`src/rtl/ldo_ctrl_pkg.sv`:
```
package ldo_ctrl_pkg;
  typedef enum logic [2:0] {
    M_IDLE  = 3'd0,
    M_CAL   = 3'd1,
    M_DIG   = 3'd2,
    M_ANA   = 3'd3,
    M_SLEEP = 3'd4
  } mode_t;
endpackage

```
`src/rtl/ldo_step.sv`:
```
module ldo_step #(
  parameter int W = 8
) (
  input  logic [W-1:0] cur,
  input  logic         up,
  output logic [W-1:0] nxt
);
  localparam logic [W-1:0] TOP = '1;

  always_comb begin
    if (up) nxt = (cur == TOP)  ? cur : cur + W'(1);
    else    nxt = (cur == '0)   ? cur : cur - W'(1);
  end
endmodule

```
`src/rtl/ldo_settle_det.sv`:
```
module ldo_settle_det #(
  parameter int SETTLE = 4
) (
  input  logic clk,
  input  logic rst,
  input  logic en,
  input  logic clr,
  input  logic cmp,
  output logic hit
);
  localparam int ALT_W = $clog2(SETTLE + 1);
  localparam logic [ALT_W-1:0] LAST = ALT_W'(SETTLE - 1);

  logic             prev_q;
  logic             have_q;
  logic [ALT_W-1:0] alt_q;
  logic             differ;

  assign differ = have_q && (cmp != prev_q);
  assign hit    = en && differ && (alt_q == LAST);

  always_ff @(posedge clk) begin
    if (rst || clr || !en) begin
      prev_q <= 1'b0;
      have_q <= 1'b0;
      alt_q  <= '0;
    end else begin
      prev_q <= cmp;
      have_q <= 1'b1;
      alt_q  <= differ ? alt_q + ALT_W'(1) : '0;
    end
  end

  // the alternation run never reaches SETTLE without being cleared
  a_r4_run_bounded: assert property (@(posedge clk) disable iff (rst)
    en |-> (alt_q < ALT_W'(SETTLE)));
  // a detected settle restarts the run
  a_r4_hit_restarts: assert property (@(posedge clk) disable iff (rst)
    (hit && clr) |=> (alt_q == '0 && !have_q));
endmodule

```
`src/rtl/ldo_cal_table.sv`:
```
module ldo_cal_table #(
  parameter int AW = 4,
  parameter int DW = 8
) (
  input  logic          clk,
  input  logic          rst,
  input  logic          we,
  input  logic [AW-1:0] waddr,
  input  logic [DW-1:0] wdata,
  input  logic [AW-1:0] raddr,
  output logic [DW-1:0] rdata
);
  localparam int DEPTH = 1 << AW;

  logic [DW-1:0] mem [DEPTH];

  always_ff @(posedge clk) begin
    if (rst) begin
      for (int i = 0; i < DEPTH; i++) mem[i] <= '0;
    end else if (we) begin
      mem[waddr] <= wdata;
    end
  end

  assign rdata = mem[raddr];

  // a stored count is readable at its code on the following cycle
  a_r5_write_lands: assert property (@(posedge clk) disable iff (rst)
    we |=> (mem[$past(waddr)] == $past(wdata)));
endmodule

```
`src/rtl/ldo_dig_ctrl.sv`:
```
module ldo_dig_ctrl
  import ldo_ctrl_pkg::*;
#(
  parameter int CODE_W = 4,
  parameter int CNT_W  = 8,
  parameter int SETTLE = 4
) (
  input  logic              clk,
  input  logic              rst,
  input  logic              start_cal,
  input  logic              sleep_req,
  input  logic [CODE_W-1:0] setpoint,
  input  logic              cmp_low,
  output logic [CNT_W-1:0]  pmos_en,
  output logic [CODE_W-1:0] ref_code,
  output logic              analog_en,
  output logic [2:0]        mode,
  output logic              cal_done
);
  localparam logic [CODE_W-1:0] CODE_TOP = '1;
  localparam logic [CNT_W-1:0]  CNT_TOP  = '1;

  mode_t             mode_q, mode_d;
  logic [CNT_W-1:0]  cnt_q, cnt_d, step_v, rd_v, restore_v;
  logic [CODE_W-1:0] ref_q, ref_d;
  logic              ana_q, ana_d, done_q, done_d;
  logic              hit, tab_we, in_cal;

  assign in_cal = (mode_q == M_CAL);

  ldo_step #(.W(CNT_W)) u_step (
    .cur (cnt_q),
    .up  (cmp_low),
    .nxt (step_v)
  );

  ldo_settle_det #(.SETTLE(SETTLE)) u_det (
    .clk (clk),
    .rst (rst),
    .en  (in_cal),
    .clr (tab_we),
    .cmp (cmp_low),
    .hit (hit)
  );

  ldo_cal_table #(.AW(CODE_W), .DW(CNT_W)) u_tab (
    .clk   (clk),
    .rst   (rst),
    .we    (tab_we),
    .waddr (ref_q),
    .wdata (cnt_q),
    .raddr (setpoint),
    .rdata (rd_v)
  );

  // forward a same-cycle write so the last code restores its fresh entry
  assign restore_v = (tab_we && ref_q == setpoint) ? cnt_q : rd_v;

  always_comb begin
    mode_d = mode_q;
    cnt_d  = cnt_q;
    ref_d  = ref_q;
    ana_d  = ana_q;
    done_d = 1'b0;
    tab_we = 1'b0;
    unique case (mode_q)
      M_IDLE: if (start_cal) begin
        mode_d = M_CAL;
        ref_d  = '0;
        cnt_d  = '0;
      end
      M_CAL: if (hit) begin
        tab_we = 1'b1;
        if (ref_q == CODE_TOP) begin
          mode_d = M_DIG;
          done_d = 1'b1;
          ref_d  = setpoint;
          cnt_d  = restore_v;
        end else begin
          ref_d  = ref_q + CODE_W'(1);
        end
      end else begin
        cnt_d = step_v;
      end
      M_DIG: if (sleep_req) begin
        mode_d = M_SLEEP;
        cnt_d  = '0;
      end else if (setpoint != ref_q) begin
        ref_d  = setpoint;
        cnt_d  = restore_v;
      end else if (!cmp_low) begin
        mode_d = M_ANA;
        ana_d  = 1'b1;
      end else begin
        cnt_d = step_v;
      end
      M_ANA: if (sleep_req) begin
        mode_d = M_SLEEP;
        cnt_d  = '0;
        ana_d  = 1'b0;
      end else if (setpoint != ref_q) begin
        mode_d = M_DIG;
        ref_d  = setpoint;
        cnt_d  = restore_v;
        ana_d  = 1'b0;
      end
      M_SLEEP: if (!sleep_req) begin
        mode_d = M_DIG;
        ref_d  = setpoint;
        cnt_d  = restore_v;
      end
      default: mode_d = M_IDLE;
    endcase
  end

  always_ff @(posedge clk) begin
    if (rst) begin
      mode_q <= M_IDLE;
      cnt_q  <= '0;
      ref_q  <= '0;
      ana_q  <= 1'b0;
      done_q <= 1'b0;
    end else begin
      mode_q <= mode_d;
      cnt_q  <= cnt_d;
      ref_q  <= ref_d;
      ana_q  <= ana_d;
      done_q <= done_d;
    end
  end

  assign pmos_en   = cnt_q;
  assign ref_code  = ref_q;
  assign analog_en = ana_q;
  assign mode      = mode_q;
  assign cal_done  = done_q;

  // sleep drives every enable low
  a_r9_sleep_quiet: assert property (@(posedge clk) disable iff (rst)
    (mode_q == M_SLEEP) |-> (pmos_en == '0 && !analog_en));
  // the analog loop stays off through calibration
  a_r3_cal_no_analog: assert property (@(posedge clk) disable iff (rst)
    (mode_q == M_CAL) |-> !analog_en);
  // done lasts one cycle and lands in digital mode
  a_r6_done_single: assert property (@(posedge clk) disable iff (rst)
    cal_done |=> !cal_done);
  a_r6_done_digital: assert property (@(posedge clk) disable iff (rst)
    cal_done |-> (mode_q == M_DIG));
  // the counter holds at its top value instead of wrapping
  a_r2_no_wrap: assert property (@(posedge clk) disable iff (rst)
    (mode_q == M_DIG && cmp_low && !sleep_req && setpoint == ref_q
     && cnt_q == CNT_TOP) |=> (cnt_q == CNT_TOP));
  // analog mode freezes the count while undisturbed
  a_r7_analog_hold: assert property (@(posedge clk) disable iff (rst)
    (mode_q == M_ANA && !sleep_req && setpoint == ref_q)
      |=> ($stable(cnt_q) && analog_en));
  // idle stays idle without a calibration request
  a_r12_idle_hold: assert property (@(posedge clk) disable iff (rst)
    (mode_q == M_IDLE && !start_cal) |=> (mode_q == M_IDLE));
endmodule

```
`config.mk`:
```
export PLATFORM = sky130hd
export DESIGN_NAME = ldo_dig_ctrl
export DESIGN_NICKNAME = d
export VERILOG_FILES = /design/src/rtl/ldo_ctrl_pkg.sv /design/src/rtl/ldo_step.sv /design/src/rtl/ldo_settle_det.sv /design/src/rtl/ldo_cal_table.sv /design/src/rtl/ldo_dig_ctrl.sv
export SDC_FILE = /design/constraint.sdc
export NUM_CORES = 1
export LEC_CHECK = 0
export ABC_CLOCK_PERIOD_IN_PS = 3900
export BUFFER_PORTS_ARGS = -buffer_cell sky130_fd_sc_hd__buf_4
export CORE_MARGIN = 5
export CORE_UTILIZATION = 45
export DETAILED_ROUTE_END_ITERATION = 8
export GPL_TIMING_DRIVEN = 0
export PLACE_DENSITY_LB_ADDON = 0.2
export REMOVE_ABC_BUFFERS = 1
export SYNTH_ARGS = -nofsm -noshare
export SYNTH_HDL_FRONTEND = slang
export SYNTH_SLANG_ARGS = --single-unit
export TNS_END_PERCENT = 10
```
`constraint.sdc`:
```
create_clock -name clk -period 3.9 [get_ports clk]
set_clock_uncertainty 0.05 [all_clocks]
set_input_delay 0.39 -clock clk [delete_from_list [all_inputs] [get_ports clk]]
set_output_delay 0.39 -clock clk [all_outputs]
set_load 0.01 [all_outputs]
```
==> key figures, run 1 <==
Outcome
  • Status: finished, final reports clean

Clock network
  • Clock Latency Late Sink: 420 ps
  • Clk slew on worst S/H paths: 60 ps
  • Setup bufs post-CTS: 0
  • Resized Gates After CTS: 0
  • TritonCTS clock tree: done
  • Root Buffer: clkbuf_16
  • CTS max path bufs: 2
  • Number of CTS-inserted buffers: 17
  • Htree depth: 4
  • Clk sinks: 150
  • Post-CTS Hold Fix Bufs: 0

Floorplan
  • Starting Density: 0.460
  • Die X: 141 um
  • Die H: 141 um
  • # rows: 47
  • I/O Pins: 26
  • Core area: 16,700 sq um
  • Die area: 19,800 sq um

Placement
  • PortBufs: 25
  • Hpwl dp: 11,600 um
  • Routability congestion estimate: 0.817

Critical path
  • Flop-to-flop setup slack: 560 ps
  • Worst reg2reg path depth: 6
  • Critical path endpoint category: flip-flop
  • CP arrival: 3400 ps
  • CP Class: flip-flop to flip-flop
  • R2R Path End: u_tab.mem[0][6]
  • Crit start category: flip-flop
  • Req. time, crit path: 3950 ps
  • Crit Path Max Fanout: 20
  • Origin of the critical flop-to-flop path: mode[0]

Detailed routing
  • Vias/cell: 5.92
  • Initial DRC count: 412
  • Residual DRC count: 0
  • Total Wirelength: 17,800 um
  • Detail Route Antenna Nets: 0
  • DR WL/cell: 21.6 um
  • Drt pass-1 iters: 5
  • Vias: 4,874

Pwr
  • Part of the power in registers: 0.472
  • VDD IR max: 0.337 mV
  • Overall power: 4.17 mW
  • Sw Pwr: 1.15 mW
  • Net Sw Frac: 0.277
  • Lkg Pwr: 3.03 nW
  • Combinational power share: 0.148
  • Internal: 3.02 mW
  • Clock power frac: 0.380
  • PwrDens: 492 nW/um^2

Timing
  • Max_slew headroom: 0.254
  • Final Hold Fails: 0
  • RSZ-0062 raised after global routing: no
  • Fin crit share: 0.857
  • Setup_tns: 0 ps
  • Max Clk Rate: 299 MHz
  • Final Max Tran Viols: 0
  • Final setup fails: 0
  • Slew @ Worst Pin: 1120 ps
  • Tmin final: 3340 ps

GRT
  • GRT Overall Usage: 0.184
  • Grt total ovfl: 0
  • Global-route wire length before repair: 27,600 um
  • Vias in the first global route: 4,839
  • Largest net degree at the start of global routing: 36
  • Initial antenna violation count: 0

Min path
  • Worst hold stages: 3
  • Min-delay src: sleep_req
  • Hold crit path type: primary input to flip-flop
  • Hold Path End: mode[2]

Layout
  • Area grow syn2layout: 10.1%
  • Register area: 4280 sq um
  • Layout cells sized above 1: 0.142
  • Diode count: 0
  • Filler cells: 1,487
  • Area of the multi-input gates: 3120 sq um
  • Layout net count: 609

Yosys
  • EDFF count, synth: 128
  • Distinct cells, synth: 60
  • Count of state elements after synthesis: 150
  • Post-Synth XOR/XNOR Area: 0.0112
  • Simple-gate area share of the yosys netlist: 0.186
  • Multiplexer share of the synthesized area: 0.129
  • Gate count of the mapped netlist: 598
  • Syn Area/Cell: 12.9 sq um
  • Dominant synthesized flop cell: edfxtp_1
  • Async SR Flop Fraction: 0
  • Main combinational cell family by area after synthesis: simple AND/OR/NAND/NOR gates
  • Synthesized area: 7690 sq um
  • Synth Area in Adders: 0.0146
  • YS warnings: 0
  • Synth Area in Compound Gates: 0.0646
  • Post-synthesis sequential area ratio: 0.557

Run
  • Max-Cap Viols: 0
==> metal layers <==
layer | GRT usage | vias up | part of all wire
met3 | 0.0430 | 22 | 0.056
li1 | - | 2268 | -
met5 | 0 | - | 0
met2 | 0.301 | 148 | 0.50
met1 | 0.244 | 2436 | 0.43
met4 | 0.0627 | 0 | 0.019
==> cell type report <==
cell class | instances | area share
Inverter | 10 | 0.00443
Sequential cell | 150 | 0.506
Tap cell | 220 | 0.0325
Timing Repair Buffer | 25 | 0.0222
Clock inverter | 12 | 0.0152
Clock buffer | 20 | 0.0516
Multi-Input combinational cell | 387 | 0.368
==> worst max path at each step <==
stage / from / end / slack (ps) / cells past startpoint
after floorplan: mode[0] / u_tab.mem[0][0] / 1450 / 6
after global placement: mode[0] / u_tab.mem[0][4] / 670 / 6
after detailed placement: mode[0] / u_tab.mem[1][0] / 630 / 6
after CTS: mode[0] / u_tab.mem[1][6] / 570 / 6
after global routing: mode[0] / u_tab.mem[3][1] / 290 / 6
final: mode[0] / u_tab.mem[0][6] / 560 / 6
==> cell families after synthesis <==
group	after synthesis
and+or+nand+nor	262
muxes	40
adders and majority gates	9
DFF	150
AOI/OAI and AO/OA	67
xor gates and xnor gates	9
buffers and inverters	61
==> flip-flops by register name, summed over array words and instances (netlist names) <==
register      cells
cal_done          1
u_tab.mem       128
u_det.prev_q      1
u_det.alt_q       3
analog_en         1
mode              3
pmos_en           8
u_det.have_q      1
ref_code          4
==> stage by stage <==
step                      hold slack, ps  setup slack, ps  cell area [sq um]  instances   util
after global placement               360              672               7900        792  0.473
after floorplan                      349             1450               7440        547      -
after CTS                            193              565               8470        824  0.507
after detailed placement             364              635               7900        792  0.473
after global routing                 206              287               8470        824  0.507
final                                206              557               8470        824  0.507
==> power groups by stage <==
stage	Combinational (mW)	Clock, mW	Sequential (mW)
3_3_place_gp	0.609	0	1.99
6_report	0.618	1.58	1.97
2_1_floorplan	0.421	0	1.96
4_1_cts	0.620	1.60	1.96
5_1_grt	0.677	1.68	1.98
3_5_place_dp	0.616	0	2.00
==> cell usage in the layout, fill, tap and decap left out, drive strengths merged, types with 3 or more instances in the layout <==
master,netlist,routed
or3,6,6
clkinvlp,0,4
xnor2,8,8
a221oi,4,4
a32oi,3,3
a221o,5,5
a211oi,8,8
edfxtp,128,128
nor2b,5,5
nand2,29,29
nor4,14,14
mux4,39,39
buf,9,25
nand4,3,3
clkbuf,42,20
or2,18,18
and2,83,83
nand2b,7,7
dfxtp,22,22
ha,9,9
nor2,36,36
a21o,3,3
nor3,46,46
nand3,7,7
a21oi,10,10
clkinv,3,7
o21ai,10,10
inv,7,9
==> critical path, cell delays in order (launching register included) <==
cell and delay [ps]:
dfxtp_1 700, nor3b_1 350, nand3_1 150, nor2_1 260
nand2_1 430, nor3_1 690, or2_2 390
==> synth_stat cells (8+ instances only) <==
cell type | n | area share
nand2_1 | 29 | 0.014
edfxtp_1 | 128 | 0.50
ha_1 | 9 | 0.015
mux4_2 | 12 | 0.035
a211oi_1 | 8 | 0.0078
nor4_1 | 14 | 0.011
nor2_1 | 36 | 0.018
clkbuf_1 | 42 | 0.021
mux4_1 | 27 | 0.092
dfxtp_1 | 22 | 0.057
a21oi_1 | 10 | 0.0065
nor3_1 | 46 | 0.030
and2_1 | 83 | 0.068
o21ai_0 | 9 | 0.0059
or2_2 | 18 | 0.015
(Power assumes the default switching activity.)
==> inputs of run 2 (changes only) <==
--- a/config.mk
+++ b/config.mk
@@ -5,14 +5,14 @@
 export SDC_FILE = /design/constraint.sdc
 export NUM_CORES = 1
 export LEC_CHECK = 0
-export ABC_CLOCK_PERIOD_IN_PS = 3900
+export ABC_CLOCK_PERIOD_IN_PS = 2800
 export BUFFER_PORTS_ARGS = -buffer_cell sky130_fd_sc_hd__buf_4
 export CORE_MARGIN = 5
 export CORE_UTILIZATION = 45
+export CTS_CLUSTER_DIAMETER = 150
 export DETAILED_ROUTE_END_ITERATION = 8
 export GPL_TIMING_DRIVEN = 0
 export PLACE_DENSITY_LB_ADDON = 0.2
-export REMOVE_ABC_BUFFERS = 1
 export SYNTH_ARGS = -nofsm -noshare
 export SYNTH_HDL_FRONTEND = slang
 export SYNTH_SLANG_ARGS = --single-unit
==> constraint.sdc (replaced) <==
create_clock -name clk -period 2.8 [get_ports clk]
set_clock_uncertainty 0.05 [all_clocks]
set_input_delay 0.28 -clock clk [delete_from_list [all_inputs] [get_ports clk]]
set_output_delay 0.28 -clock clk [all_outputs]
set_load 0.01 [all_outputs]
==> run 2 against run 1 <==
Combinational power up 86%; sequential share of layout area decreased by 1.8 points; sequential power grew 32%; first-iteration DRC count increased by 22%; power increased by 39%; wire length grew 10%; final area grew 3.8%; cell count increased by 5.9%; die area unchanged; worst hold slack got worse by 95 ps; count of clock-buffer cells in the layout shrank 1; core utilization rose by 1.9 points; critical path type unchanged.
==> key figures, run 2 (synthesis gave the netlist of run 1 again) <==
Outcome
  • Status: finished, final reports clean

Placement
  • PortBufs: 22
  • Hpwl dp: 13,900 um
  • Placed insts: 840
  • Setup slack at placement: -446 ps
  • Routability congestion estimate: 0.841
  • Placed Area: 8130 sq um

Detailed routing
  • Met2 WL: 9560 um
  • Vias/cell: 5.93
  • Routed wl met3: 1280 um
  • Vias: 5,179
  • Detail Route Antenna Nets: 0
  • Wire length on met1: 8500 um
  • DR WL/cell: 22.4 um
  • Highest routed layer: met4
  • Residual DRC count: 0
  • Total Wirelength: 19,600 um
  • Drt pass-1 iters: 5
  • Initial DRC count: 501

Min path
  • Worst hold stages: 3
  • Hold Path End: mode[2]
  • Min-delay src: sleep_req
  • Hold crit path type: primary input to flip-flop

Floorplan
  • Core area: 16,700 sq um
  • Die X: 141 um
  • Starting Density: 0.460
  • # rows: 47
  • Die area: 19,800 sq um
  • Die H: 141 um
  • I/O Pins: 26

Timing
  • Max Clk Rate: 371 MHz
  • RSZ-0062 raised after global routing: yes
  • Final Hold Fails: 0
  • Tmin final: 2690 ps
  • Max_slew headroom: 0.393
  • Fin crit share: 0.962
  • Final Max Tran Viols: 0
  • Final setup fails: 0
  • Setup_tns: 0 ps
  • Final worst slack: 106 ps
  • Slew @ Worst Pin: 910 ps

Layout
  • Area grow syn2layout: 14.3%
  • Fin cells: 873
  • Layout cells sized above 1: 0.185
  • Diode count: 0
  • Util after Layout: 0.526
  • Commonest cells after routing, fill and taps aside: edfxtp_1, and2_1, nor3_1
  • Final Cell Area: 8790 sq um
  • Most common cell after layout, fill and taps aside: edfxtp_1
  • Largest reg by FF count: u_tab.mem
  • Layout net count: 658
  • Max FFs per register: 128

Clock network
  • Root Buffer: clkbuf_16
  • Clk sinks: 150
  • Clock Latency Late Sink: 420 ps
  • Htree depth: 4
  • Clk slew on worst S/H paths: 60 ps
  • CTS max path bufs: 2
  • TritonCTS clock tree: done
  • Number of CTS-inserted buffers: 17
  • Post-CTS Hold Fix Bufs: 0

Pwr
  • Clock power frac: 0.352
  • Net Sw Frac: 0.298
  • Sw Pwr: 1.73 mW
  • Lkg Pwr: 3.14 nW
  • Combinational power share: 0.198
  • Part of the power in registers: 0.450
  • PwrDens: 660 nW/um^2
  • VDD IR max: 0.423 mV
  • Internal: 4.07 mW

Critical path
  • Crit start category: flip-flop
  • R2R Path End: pmos_en[3]
  • Crit Path Max Fanout: 11
  • CP arrival: 2910 ps
  • Worst reg2reg path depth: 10
  • Req. time, crit path: 3010 ps
  • Flop-to-flop setup slack: 110 ps
  • Crit-path cells: clkbuf_2, clkinv_4, clkbuf_8, ha_1, or3b_2, nor2_2, nor2_1, a211o_1, a32oi_1, a221oi_1
  • Largest stage delay on the critical path: 510 ps
  • Origin of the critical flop-to-flop path: pmos_en[0]
  • CP Class: flip-flop to flip-flop
  • Crit-path slowest cell: or3b_2
  • Critical path endpoint category: flip-flop

GRT
  • Largest net degree at the start of global routing: 17
  • Vias in the first global route: 5,089
  • Initial antenna violation count: 0
  • Global-route wire length before repair: 29,700 um
  • Grt total ovfl: 0
  • GRT Overall Usage: 0.201

Yosys
  • Syn_nets: 616

Run
  • Max-Cap Viols: 0
## run 2: how the worst max path moves through the flow
stage                           start               end  slack (ps)
after floorplan            pmos_en[1]        pmos_en[4]         210
after global placement     pmos_en[1]        pmos_en[4]        -430
after detailed placement   pmos_en[0]        pmos_en[4]        -450
after CTS                     mode[0]   u_tab.mem[1][1]         -50
after global routing      ref_code[3]  u_tab.mem[15][1]         -20
final                      pmos_en[0]        pmos_en[3]         110
## run 2: repair_timing
| item | CTS | global route |
|---|---|---|
| setup endpoints to repair | 108 | 188 |
| pin swaps | 0 | 1 |
| resized for setup | 22 | 20 |
| setup buffers | 1 | 2 |
| cloned | 0 | 0 |
## run 2: stage by stage
step / hold slack (ps) / total power [mW]
after floorplan: 349 / 3.40
after global placement: 358 / 3.71
after detailed placement: 364 / 3.73
after CTS: 97.4 / 5.77
after global routing: 106 / 6.02
final: 111 / 5.80
## run 2: power by group through the flow
stage	combinational [mW]	sequential, mW	clock [mW]
final	1.15	2.61	2.04
after global routing	1.24	2.63	2.15
after CTS	1.12	2.60	2.06
after detailed placement	1.08	2.65	0
after global placement	1.07	2.64	0
after floorplan	0.754	2.64	0
## run 2: layout make-up
cell class | count | area [sq um]
fill | 1465 | 7920
sequential | 150 | 4280
multi-input combinational | 387 | 3220
clock buffer | 19 | 433
tap | 220 | 275
buffer | 49 | 259
timing repair buffer | 25 | 188
clock inverter | 13 | 82.6
inverter | 10 | 43.8
## run 2: critical path: cells and delay by family (launching register included)
family / cells / cell delay [ps]
and+or+nand+nor: 3 / 770
AOI/OAI and AO/OA: 3 / 620
buffers and inverters: 3 / 550
DFF: 1 / 330
adders and majority gates: 1 / 210
## run 2: layer usage
layer / up-vias / track usage
met2: 167 / 0.326
met5: - / 0
met4: 0 / 0.0546
met3: 18 / 0.0569
li1: 2359 / -
met1: 2635 / 0.267
==> inputs of run 3 (changes only) <==
--- a/config.mk
+++ b/config.mk
@@ -12,7 +12,7 @@
 export CTS_CLUSTER_DIAMETER = 150
 export DETAILED_ROUTE_END_ITERATION = 8
 export GPL_TIMING_DRIVEN = 0
-export PLACE_DENSITY_LB_ADDON = 0.2
+export PLACE_DENSITY = 0.68
 export SYNTH_ARGS = -nofsm -noshare
 export SYNTH_HDL_FRONTEND = slang
 export SYNTH_SLANG_ARGS = --single-unit
==> run 3 against run 2 <==
First-iteration DRC count up 15%; clock power up 12%; sequential cell count is the same; global-route usage shrank 0.64 points; register-to-register slack worse by 50 ps; cell count fell by 0.34%; fmax fell by 1.9%; critical endpoint is now u_tab.mem[14][5]; highest routed layer unchanged; core utilization is 0.23 points higher; critical path type unchanged.
==> key figures, run 3 (synthesis gave the netlist of run 1 again) <==
Pwr
  • Sw Pwr: 1.69 mW
  • Internal: 4.33 mW
  • Lkg Pwr: 3.15 nW
  • Net Sw Frac: 0.281
  • Part of the power in registers: 0.432
  • Overall power: 6.02 mW
  • VDD IR max: 0.552 mV
  • PwrDens: 682 nW/um^2
  • Clock power frac: 0.380
  • Combinational power share: 0.187

Critical path
  • Crit Path Max Fanout: 10
  • Req. time, crit path: 2860 ps
  • Flop-to-flop setup slack: 50 ps
  • Setup crit end: u_tab.mem[14][5]
  • R2R Path End: u_tab.mem[14][5]
  • Crit start category: flip-flop
  • Critical Path Start: ref_code[2]
  • CP Class: flip-flop to flip-flop
  • Critical path endpoint category: flip-flop
  • Crit-path cells: clkbuf_1, clkbuf_1, nand2_1, nor2_2, or2_2
  • CP arrival: 2810 ps
  • Largest stage delay on the critical path: 680 ps
  • Origin of the critical flop-to-flop path: ref_code[2]
  • Worst reg2reg path depth: 5
  • Crit-path slowest cell: clkbuf_1
  • Worst path most repeated cell: clkbuf_1

Layout
  • Fin cells: 870
  • Most common cell after layout, fill and taps aside: edfxtp_1
  • Filler cells: 1,430
  • Area grow syn2layout: 14.8%
  • Largest reg by FF count: u_tab.mem
  • Max FFs per register: 128
  • Diode count: 0
  • Area of the multi-input gates: 3210 sq um
  • Layout cells sized above 1: 0.175
  • Commonest cells after routing, fill and taps aside: edfxtp_1, and2_1, nor3_1
  • Register area: 4280 sq um
  • Layout net count: 656

Detailed routing
  • Initial DRC count: 574
  • Residual DRC count: 0
  • Vias: 5,193
  • DR WL/cell: 21.8 um
  • Total Wirelength: 19,000 um
  • Detail Route Antenna Nets: 0
  • Drt pass-1 iters: 5
  • Vias/cell: 5.97

Run
  • Max-Cap Viols: 0

Placement
  • Placed insts: 840
  • PortBufs: 22
  • Routability congestion estimate: 0.912
  • Hpwl dp: 13,800 um
  • Setup slack at placement: -393 ps

Floorplan
  • # rows: 47
  • Starting Density: 0.460
  • Die X: 141 um
  • I/O Pins: 26
  • Core area: 16,700 sq um
  • Die H: 141 um
  • Die area: 19,800 sq um

Clock network
  • CTS max path bufs: 2
  • Root Buffer: clkbuf_16
  • Clock Latency Late Sink: 430 ps
  • Post-CTS Hold Fix Bufs: 0
  • Clk sinks: 150
  • Htree depth: 4
  • Number of CTS-inserted buffers: 17
  • Clk slew on worst S/H paths: 60 ps
  • TritonCTS clock tree: done

Timing
  • Tmin final: 2750 ps
  • Final Max Tran Viols: 0
  • Slew @ Worst Pin: 860 ps
  • Max_slew headroom: 0.427
  • Final worst slack: 52.4 ps
  • Max Clk Rate: 364 MHz
  • Final Hold Fails: 0
  • RSZ-0062 raised after global routing: yes
  • Final setup fails: 0
  • Worst Hold Slack: 93.8 ps
  • Fin crit share: 0.981

GRT
  • Grt total ovfl: 0
  • GRT Overall Usage: 0.195
  • Largest net degree at the start of global routing: 19
  • Met3 Track Usage GR: 0.0626
  • Met1 Use GR: 0.247
  • Grt met2 use: 0.314
  • Global-route wire length before repair: 28,900 um
  • Initial antenna violation count: 0
  • Gr busiest metal: met2
  • Vias in the first global route: 5,065

Yosys
  • Syn_nets: 616

Outcome
  • Status: finished, final reports clean

Min path
  • Hold crit path type: primary input to flip-flop
[run 3: worst min path at each step]
stage / from / to / slack (ps) / depth (start not counted)
after floorplan: u_det.alt_q[0] / u_det.alt_q[0] / 350 / 1
after global placement: u_det.alt_q[0] / u_det.alt_q[0] / 360 / 1
after detailed placement: u_det.alt_q[0] / u_det.alt_q[0] / 380 / 1
after CTS: sleep_req / mode[2] / 80 / 3
after global routing: sleep_req / mode[2] / 100 / 3
final: sleep_req / mode[2] / 90 / 3
[run 3: area by class of cell]
type,count,share of cell area
tap,220,0.0312
clock buffer,17,0.0482
multi-input combinational,387,0.364
sequential,150,0.485
buffer,49,0.0286
inverter,10,0.00482
clock inverter,14,0.0179
timing repair buffer,23,0.0196
[run 3: power by group through the flow]
stage	Combinational, mW	Clock [mW]	Sequential [mW]
after floorplan	0.754	0	2.64
after global placement	1.05	0	2.64
after detailed placement	1.07	0	2.65
after CTS	1.09	2.30	2.60
after global routing	1.21	2.40	2.62
final	1.13	2.29	2.60
[run 3: what timing repair did]
item                       4_1_cts  5_1_grt
resized for setup               16       17
pin swaps                        0        1
setup endpoints to repair       83      139
buffers inserted                 0        1
hold endpoints to repair         0        0
[run 3: stage by stage]
stage / util / setup TNS (ps) / cell area [sq um]
final: 0.528 / 0 / 8820
after global routing: 0.528 / -4750 / 8820
after CTS: 0.525 / -1720 / 8760
after detailed placement: 0.487 / -9380 / 8130
after global placement: 0.487 / -6840 / 8130
after floorplan: - / 0 / 7690
[run 3: worst max-delay path: cells and delay by family (launching register included)]
kind,cells,cell delay [ps]
and+or+nand+nor,3,1090
DFF,1,320
buffers and inverters,2,960
[run 3: metal layers]
layer / up-vias / share of wire / wire length (um)
li1: 2357 / - / -
met4: 0 / 0.023 / 431
met1: 2588 / 0.42 / 7870
met2: 208 / 0.49 / 9270
met3: 40 / 0.073 / 1390
met5: - / 0 / 0
